File: src/rtl/sgf_pkg.sv
// Package: shared types for the switch debounce filter.
// Assumes nothing beyond IEEE 1800-2017 enum support.
package sgf_pkg;
    typedef enum logic {
        ST_IDLE   = 1'b0,
        ST_WINDOW = 1'b1
    } sgf_state_e;
endpackage

File: src/rtl/sgf_tick_gen.sv
// Module: sgf_tick_gen
// Produces a one-cycle sample tick every GAP cycles while run is high.
// The counter is held at zero while run is low, so the first tick comes
// GAP cycles after run rises. Assumes GAP >= 1.
module sgf_tick_gen #(
    parameter int unsigned GAP = 2
) (
    input  logic clk,
    input  logic rst_n,
    input  logic run,
    output logic tick
);
    localparam int unsigned CW = (GAP > 1) ? $clog2(GAP) : 1;

    generate
        if (GAP == 1) begin : g_every
            assign tick = run;
        end else begin : g_count
            logic [CW-1:0] cnt_q;
            assign tick = run && (cnt_q == CW'(GAP - 1));

            // Count cycles between sample ticks; wrap on each tick.
            always_ff @(posedge clk) begin
                if (!rst_n || !run)
                    cnt_q <= '0;
                else if (tick)
                    cnt_q <= '0;
                else
                    cnt_q <= cnt_q + 1'b1;
            end
        end
    endgenerate
endmodule

File: src/rtl/sgf_sample_count.sv
// Module: sgf_sample_count
// Counts matching samples inside one window. The last output is high when
// the next matching sample will complete the window. Assumes NUM >= 1.
module sgf_sample_count #(
    parameter int unsigned NUM = 32
) (
    input  logic clk,
    input  logic rst_n,
    input  logic clear,
    input  logic incr,
    output logic last
);
    localparam int unsigned CW = (NUM > 1) ? $clog2(NUM) : 1;

    logic [CW-1:0] cnt_q;
    assign last = (cnt_q == CW'(NUM - 1));

    // Track matching samples; clear wins over increment.
    always_ff @(posedge clk) begin
        if (!rst_n || clear)
            cnt_q <= '0;
        else if (incr && !last)
            cnt_q <= cnt_q + 1'b1;
    end
endmodule

File: src/rtl/switch_glitch_filter.sv
// Module: switch_glitch_filter (top)
// Publishes a debounced switch state. A frame that differs from the accepted
// state opens a window of NUM_SAMPLES samples spaced GAP cycles apart. The
// candidate is accepted only if all samples agree. A differing sample restarts
// the window; a return to the accepted state abandons it.
// Assumes frame_valid is a single-cycle strobe per completed scan frame.
module switch_glitch_filter
    import sgf_pkg::*;
#(
    parameter int unsigned NSW          = 6,
    parameter int unsigned NUM_SAMPLES  = 32,
    parameter int unsigned WINDOW_TICKS = 3_750_000
) (
    input  logic           clk,
    input  logic           rst_n,
    input  logic           frame_valid,
    input  logic [NSW-1:0] frame_sw,
    output logic [NSW-1:0] sw_filt,
    output logic [NSW-1:0] sw_evt
);
    localparam int unsigned GAP_RAW = WINDOW_TICKS / NUM_SAMPLES;
    localparam int unsigned GAP     = (GAP_RAW < 1) ? 1 : GAP_RAW;

    sgf_state_e     state_q;
    logic [NSW-1:0] lat_q;
    logic [NSW-1:0] cand_q;
    logic           in_win;
    logic           tick;
    logic           last;
    logic           match;
    logic           start;
    logic           accept;
    logic           restart;
    logic           drop;

    assign in_win  = (state_q == ST_WINDOW);
    assign match   = (lat_q == cand_q);
    assign start   = !in_win && (lat_q != sw_filt);
    assign accept  = in_win && tick && match && last;
    assign restart = in_win && tick && !match && (lat_q != sw_filt);
    assign drop    = in_win && tick && !match && (lat_q == sw_filt);

    sgf_tick_gen #(.GAP(GAP)) u_tick (
        .clk   (clk),
        .rst_n (rst_n),
        .run   (in_win),
        .tick  (tick)
    );

    sgf_sample_count #(.NUM(NUM_SAMPLES)) u_cnt (
        .clk   (clk),
        .rst_n (rst_n),
        .clear (!in_win || restart),
        .incr  (tick && match),
        .last  (last)
    );

    // Hold the switch bits of the most recent completed frame.
    always_ff @(posedge clk) begin
        if (!rst_n)
            lat_q <= '0;
        else if (frame_valid)
            lat_q <= frame_sw;
    end

    // Window state: open on a difference, close on accept or abandon.
    always_ff @(posedge clk) begin
        if (!rst_n)
            state_q <= ST_IDLE;
        else if (start)
            state_q <= ST_WINDOW;
        else if (accept || drop)
            state_q <= ST_IDLE;
    end

    // Candidate value under test in the current window.
    always_ff @(posedge clk) begin
        if (!rst_n)
            cand_q <= '0;
        else if (start || restart)
            cand_q <= lat_q;
    end

    // Published state and the per-bit event pulse, updated together.
    always_ff @(posedge clk) begin
        if (!rst_n) begin
            sw_filt <= '0;
            sw_evt  <= '0;
        end else if (accept) begin
            sw_filt <= cand_q;
            sw_evt  <= sw_filt ^ cand_q;
        end else begin
            sw_evt  <= '0;
        end
    end
endmodule

File: config.mk
export PLATFORM = sky130hd
export DESIGN_NAME = switch_glitch_filter
export DESIGN_NICKNAME = d
export VERILOG_FILES = /design/src/rtl/sgf_pkg.sv /design/src/rtl/sgf_tick_gen.sv /design/src/rtl/sgf_sample_count.sv /design/src/rtl/switch_glitch_filter.sv
export SDC_FILE = /design/constraint.sdc
export NUM_CORES = 1
export LEC_CHECK = 0
export BUFFER_PORTS_ARGS = -buffer_cell sky130_fd_sc_hd__buf_2
export CAP_MARGIN = 10
export CORE_MARGIN = 3
export CORE_UTILIZATION = 54
export CTS_CLUSTER_SIZE = 8
export DETAILED_ROUTE_END_ITERATION = 10
export PLACE_DENSITY_LB_ADDON = 0.08
export SLEW_MARGIN = 20
export SYNTH_ARGS = -nofsm -noshare
export SYNTH_HDL_FRONTEND = slang
export SYNTH_SLANG_ARGS = --single-unit
File: constraint.sdc
create_clock -name clk -period 2.45 [get_ports clk]
set_input_delay 0.1225 -clock clk [delete_from_list [all_inputs] [get_ports clk]]
set_output_delay 0.1225 -clock clk [all_outputs]
set_load 0.01 [all_outputs]
==> results of run 1 <==
## cell usage after synthesis (all sizes together) (2+ instances only)
library cell / n / share of area
dfxtp: 47 / 0.44
nor2: 33 / 0.058
xnor2: 20 / 0.082
nand2: 19 / 0.033
nand3: 16 / 0.038
mux2i: 14 / 0.066
xor2: 14 / 0.057
a21oi: 8 / 0.024
nand4: 8 / 0.026
o21ai: 7 / 0.016
clkbuf: 5 / 0.0088
inv: 5 / 0.0088
nor3: 5 / 0.016
nor4: 5 / 0.022
and3: 4 / 0.012
ha: 4 / 0.023
and2: 3 / 0.0088
o21a: 3 / 0.011
o31a: 2 / 0.0082
or3: 2 / 0.0082
## cell type report
cell class	count	area, sq um	share of cell area
multi-input cells	174	1151	0.4784
clock inverters	3	43.79	0.01820
flip-flops and latches	47	940.9	0.3911
well taps	48	60.06	0.02496
clock buffers	5	68.82	0.02860
inverters	5	18.77	0.007800
repair buffers	23	122.6	0.05096
## registers in the layout (all words and copies together) (netlist names)
register              count
in_win                    1
sw_filt                   6
lat_q                     6
u_tick.g_count.cnt_q     17
cand_q                    6
sw_evt                    6
u_cnt.cnt_q               5
## worst max-delay path, stage by stage (launching register included)
cell	delay, ns
dfxtp_1	0.35
or4b_4	0.56
or3_4	0.40
nor4_4	0.32
mux2i_1	0.23
nor2_1	0.05
## path summary, 6_finish.rpt
path / from / endpoint / slack, ns
min: frame_sw[3] / lat_q[3] / 0.05
max reg2reg: u_tick.g_count.cnt_q[4] / u_cnt.cnt_q[1] / 0.43
max: u_tick.g_count.cnt_q[4] / u_cnt.cnt_q[1] / 0.43
min reg2reg: u_tick.g_count.cnt_q[0] / u_tick.g_count.cnt_q[0] / 0.49
## report_power, final
group	total [mW]	internal [mW]	switching [mW]	leakage (nW)
Combinational	0.117	0.0506	0.0660	0.455
Clock	0.572	0.304	0.268	0.0581
Sequential	0.798	0.778	0.0201	0.381
## cell families after synthesis
family | synth area share
muxes | 0.06565
DFF | 0.4408
adders and majority gates | 0.02345
AOI/OAI and AO/OA | 0.06741
buffers and inverters | 0.01993
xor gates and xnor gates | 0.1395
and+or+nand+nor | 0.2433
## cell usage in the layout (no fill, tap or decap), types with 6 or more instances in the layout
master,instances
buf_2,20
a21oi_1,7
dfxtp_1,47
nand4_1,7
xnor2_1,20
nand2_1,19
mux2i_1,14
nand3_1,16
o21ai_0,6
nor2_1,33
xor2_1,14
## metal layers
layer	vias up	track usage	share of wire
li1	848	-	-
met1	716	0.2824	0.52
met2	35	0.2560	0.42
met3	4	0.05673	0.051
met4	0	0.07543	0.014
met5	-	0	0
## through the flow
| stage | hold WS, ns | power (mW) | instance area, sq um | instances | setup WS [ns] |
|---|---|---|---|---|---|
| after floorplan | 0.2699 | 0.8990 | 2135 | 232 | 0.5307 |
| after global placement | 0.3599 | 0.9314 | 2293 | 297 | 0.4594 |
| after detailed placement | 0.3627 | 0.9330 | 2293 | 297 | 0.4420 |
| after CTS | 0.04402 | 1.498 | 2406 | 305 | 0.4205 |
| after global routing | 0.04451 | 1.542 | 2406 | 305 | 0.2763 |
| final | 0.04972 | 1.486 | 2406 | 305 | 0.4267 |
==> run summary, run 1 <==
The flow ran to the end, and the final reports show no timing, DRC or antenna violations. Clock-pin slew was measured on the worst setup and hold paths at 0.09 ns. The minimum clock period after layout came out at 2.023 ns. The vertical die dimension came out at 68.87 um.

The arrival time at the worst endpoint came out at ~2.2 ns. The routed via count is 1603. The share of the clock period used by the worst path is 0.8258. Adding up every negative setup slack in the final design gives 0 ns. The mean area per synthesized cell is 9.201 sq um. The die width is 68.87 um.

The maximum operating frequency is a little under 500 MHz. The clock latency on the worst-skew pair is 0.30 ns. The headroom to the max-slew limit is 0.6645. The tool flagged a number of max-cap violations equal to 0. The synthesis-to-finish area growth is 12.72%. The final hold violation count came out at 0. The leakage power came out at 0.8934 nW.

For the final database, setup skew stands at 0.006832 ns. The H-tree level count is 2. The number of failing setup endpoints in the final timing report came out at 0. In this run the worst hold path is classified as input pin to flop. The sequential share of the synthesized area came out at 0.4408.

The number of iterations in the first detailed-routing pass came out at 4. After detailed routing, the average wire length per cell comes to roughly 13 um. The global-route congestion overflow total came out at 0. The post-DP HPWL came out at between 2 and 3 mm. The global-route wire length before repair came out at 6.575 mm.

The layout cell share with drive strength beyond 1 came out at 0.1556. The remaining antenna violation count after routing is 0. The core area is roughly 3700 sq um. The global-route usage over all layers came out at 0.1912. The CTS tree is built. The maximum buffer depth of the clock tree is 2. In this run the post-CTS setup repair buffer count came out at 0. Along the worst hold path, the cell count comes to 3. The per-cell via count in the routed design came out at roughly 5.3. The gate count after technology mapping is around 230. The yosys synthesis warning count is 0. The first routing iteration left 68 violations. The peak fanout along the critical path came out at 4. The count of flip-flops with a built-in enable after synthesis came out at 0.

Across the VDD grid, the largest voltage drop is 0.5126 mV. The total nets after synthesis came out at 245. After synthesis the netlist holds a flip-flop and latch count of 47.

The routability congestion estimate from global placement is 0.7884. The post-synthesis cell type count came out at 34. The utilization after layout came out at 0.6427. The hold buffer count at CTS is 0. The worst setup path is launched from a flop.

The via count of the first global-routing pass is ~1300. The die covers about 4700 sq um. The detailed-route wire length came out at 4.059 mm. The largest net degree at the start of global routing came out at 18. The tree is rooted in a clkbuf_8. The measured slew at the worst slew-check pin came out at 0.4994 ns. TritonCTS created 5 clock buffers. For this configuration, the core starts out at a cell density of 0.5702. The number of sinks on the clock net is 47. The number of antenna violations at the first check in global routing is 0.

The count of antenna diodes in the layout came out at 0. The worst setup path is captured at a flop. At the worst endpoint, the required time is 2.64 ns. Setup repair after global routing left no endpoint under its margin. The primary flip-flop cell chosen by synthesis mapping is dfxtp_1. The count of buffers added on input and output ports is 20.

The length in cells of the worst reg-to-reg path is 5. In this run the count of I/O pins placed on the die edge is 21. The ratio of total power to cell area is 617.8 nW/um^2.

The number of pins exceeding their max-slew limit in the final report was 0. The worst setup path is of the flop to flop kind. The standard-cell row count is 22.

The number of instances resized during post-cts repair came out at 0. The final-stage net count came out at ~270. The total DRC errors in the routed layout is 0. The filler cell count in the final layout came out at 339.

In the synthesized netlist the async set-or-reset flop fraction comes to 0. The total standard cell area after synthesis came out at 2135 sq um.
Note: power is estimated with default switching activity, not from simulation.
==> run 2, diff against run 1 <==
Clock period 2.45 ns to 1.9 ns, I/O delays scaled along.
==> run summary, run 2 (same netlist as run 1, synthesis figures left out) <==
The flow ran to the end, but the final reports show violations. The checks that failed: negative setup slack. The count of antenna diodes in the layout came out at 0 (unchanged).

The total power consumption of the routed design is 1.813 mW (+22%). The leakage power was 1.023 nW (+15%). The CTS tree is built. The per-cell via count in the routed design came out at 5.158 (-1.9%). The count of placed standard cells in the final layout, fillers left out is 329 (+7.9%).

The final setup skew is 0.005829 ns (-0.001003 ns). The met1 routing resource usage after global routing came out at 0.2897 (+0.007275). The instance area after placement came to 2479 sq um (+8.1%). The share of the clock period used by the worst path is 1.009 (+0.1830). The clock buffer count from CTS is 5 (unchanged).

In this run the worst setup path terminates at u_cnt.cnt_q[1]. The die area is 4743 sq um (unchanged). The critical path is of the flop to flop type. The synthesis-to-finish area growth is 21.86%.

The headroom to the max-slew limit came to 0.6214 (-0.04302). The remaining antenna violation count after routing came out at 0 (unchanged). The minimum clock period after layout is 1.917 ns (-0.1066 ns). The measured slew at the worst slew-check pin came out at 0.5635 ns (+0.06404 ns). The setup slack of the worst register-to-register path came out at -0.02 ns (-0.44 ns).

The maximum buffer depth of the clock tree is 2 (unchanged). Leaving out fill and tap cells, the most frequent cell in the layout is dfxtp_1. The hold buffer count at CTS came to 0 (unchanged).

The die width is 68.87 um (unchanged). The final critical-path setup slack is -0.01669 ns (-0.4434 ns). The critical path required time is 2.09 ns (-0.55 ns).

The layout cell share with drive strength beyond 1 came out at 0.2527 (+0.09703). The design area came out at 2601 sq um (+8.1%). The largest net degree at the start of global routing is 18 (unchanged). The routability congestion estimate from global placement is 0.8325 (+5.6%). The tree is rooted in a clkbuf_8. The met3 usage in global routing came to 0.04862 (-0.008104). The startpoint of the lowest-slack hold path is frame_sw[4]. The number of sinks on the clock net came to 47 (unchanged). The arrival time at the worst endpoint came to 2.11 ns (-0.10 ns).

The via count of the first global-routing pass is 1548 (+16%). The library cells used most frequently in the layout, excluding fill and tap cells, are dfxtp_1 (46), nor2_1 (33), buf_4 (26), xnor2_1 (20), buf_2 (20). The ratio of total power to cell area is 696.9 nW/um^2 (+13%). The number of failing setup endpoints in the final timing report came out at 2 (+2). Setup repair after global routing could not meet its margin everywhere. The most critical setup path has its startpoint at u_tick.g_count.cnt_q[4].

The detailed-route wire length was 4.230 mm (+4.2%). The global-route congestion overflow total came to 0 (unchanged). The maximum operating frequency is 521.7 MHz (+5.6%). The clock transition time at the flip-flop clock pins of the worst setup and hold paths came to 0.09 ns (about the same). The vertical die dimension was 68.87 um (unchanged).

The register bank with the most flops is u_tick.g_count.cnt_q. met1 is the most crowded layer. The global-route usage over all layers is 0.1950 (+0.003795). The total I/O pin count was 21 (unchanged). The initial standard-cell utilization of the core came out at 0.5702 (unchanged).

The number of pins exceeding their max-slew limit in the final report was 0 (unchanged). The utilization after layout came out at 0.6949 (+0.05214). The cell total after placement came out at 320 (+7.7%). The post-DP HPWL is 3.077 mm (+5.1%).

The startpoint of the lowest-slack register-to-register path is u_tick.g_count.cnt_q[4]. The final-stage net count came out at 293 (+8.9%). The worst slack on hold paths came out at 0.02208 ns (-0.02765 ns). The setup slack after placement came out at -0.01765 ns (-0.4597 ns). The number of antenna violations at the first check in global routing is 0 (unchanged).

The worst setup path is launched from a flop. The peak fanout along the critical path is 3 (-1). The number of I/O port buffers came out at 20 (unchanged).

The core area came out at 3744 sq um (unchanged). The aggregate negative setup slack is -0.02660 ns (-0.02660 ns). The met2 demand-to-capacity share in global routing is 0.2786 (+0.02262). The worst min-delay path class is input pin to flop. The standard-cell row count is 22 (unchanged). The number of iterations in the first detailed-routing pass was 5 (+1). In this run the critical register-to-register path is captured at u_cnt.cnt_q[1]. The routed via count came out at 1697 (+5.9%).

The routed length per instance is 12.86 um (-3.4%). The count of maximum capacitance violations was 0 (unchanged). The global-route wire length before repair came out at 6.955 mm (+5.8%). The H-tree level count came out at 2 (unchanged). The flip-flop count of the largest register, all copies and words added came out at 17 (unchanged). The maximum VDD drop is 0.5359 mV (+4.5%). The total DRC errors in the routed layout is 0 (unchanged). The number of DRC violations after detailed-routing iteration 0 came out at 119 (+75%). The kind of end point of the critical path is a flop. The clock latency on the worst-skew pair is 0.30 ns (about the same).

The final hold violation count came to 0 (unchanged). The length in cells of the worst reg-to-reg path came out at 5 (unchanged).
run 2: changes by cell type in the layout (fill, tap and decap cells not counted), sizes merged:
cell / delta
buf: +24
bufinv: -1
inv: +1
run 2: what timing repair did:
item,CTS,global route
gates cloned,0,0
pin swaps,1,6
resized for setup,1,12
endpoints found under the setup margin,9,40
setup buffers,1,0
run 2: critical path: stages, from the launching register on:
cell and delay, ns:
dfxtp_2 0.33, or4b_4 0.55, or3_4 0.39, nor4_4 0.26
mux2i_1 0.24, nor2_1 0.05
run 2: layout make-up:
class | instances | area, sq um
Clock buffer | 5 | 68.82
Clock inverter | 3 | 18.77
Fill cell | 327 | 1142
Inverter | 5 | 18.77
Multi-Input combinational cell | 174 | 1177
Sequential cell | 47 | 942.2
Tap cell | 48 | 60.06
Timing Repair Buffer | 47 | 315.3
run 2: how the worst min path moves through the flow:
| stage | to | slack, ns | cells after the start |
|---|---|---|---|
| finish | lat_q[4] | 0.02 | 3 |
| global route | lat_q[5] | 0.04 | 3 |
| CTS | lat_q[0] | 0.02 | 3 |
| detailed placement | lat_q[0] | 0.34 | 3 |
| global placement | lat_q[1] | 0.33 | 3 |
| floorplan | lat_q[0] | 0.24 | 2 |
run 2: routing by layer:
metal / wire length (um) / part of all wire
met1: 2230 / 0.53
met2: 1821 / 0.43
met3: 142 / 0.034
met4: 36 / 0.0085
met5: 0 / 0
run 2: power by group:
part	total, mW	internal [mW]	leakage, nW	switching [mW]
clock	0.600	0.259	0.0483	0.340
sequential	1.02	1.00	0.381	0.0169
combinational	0.194	0.0894	0.594	0.104
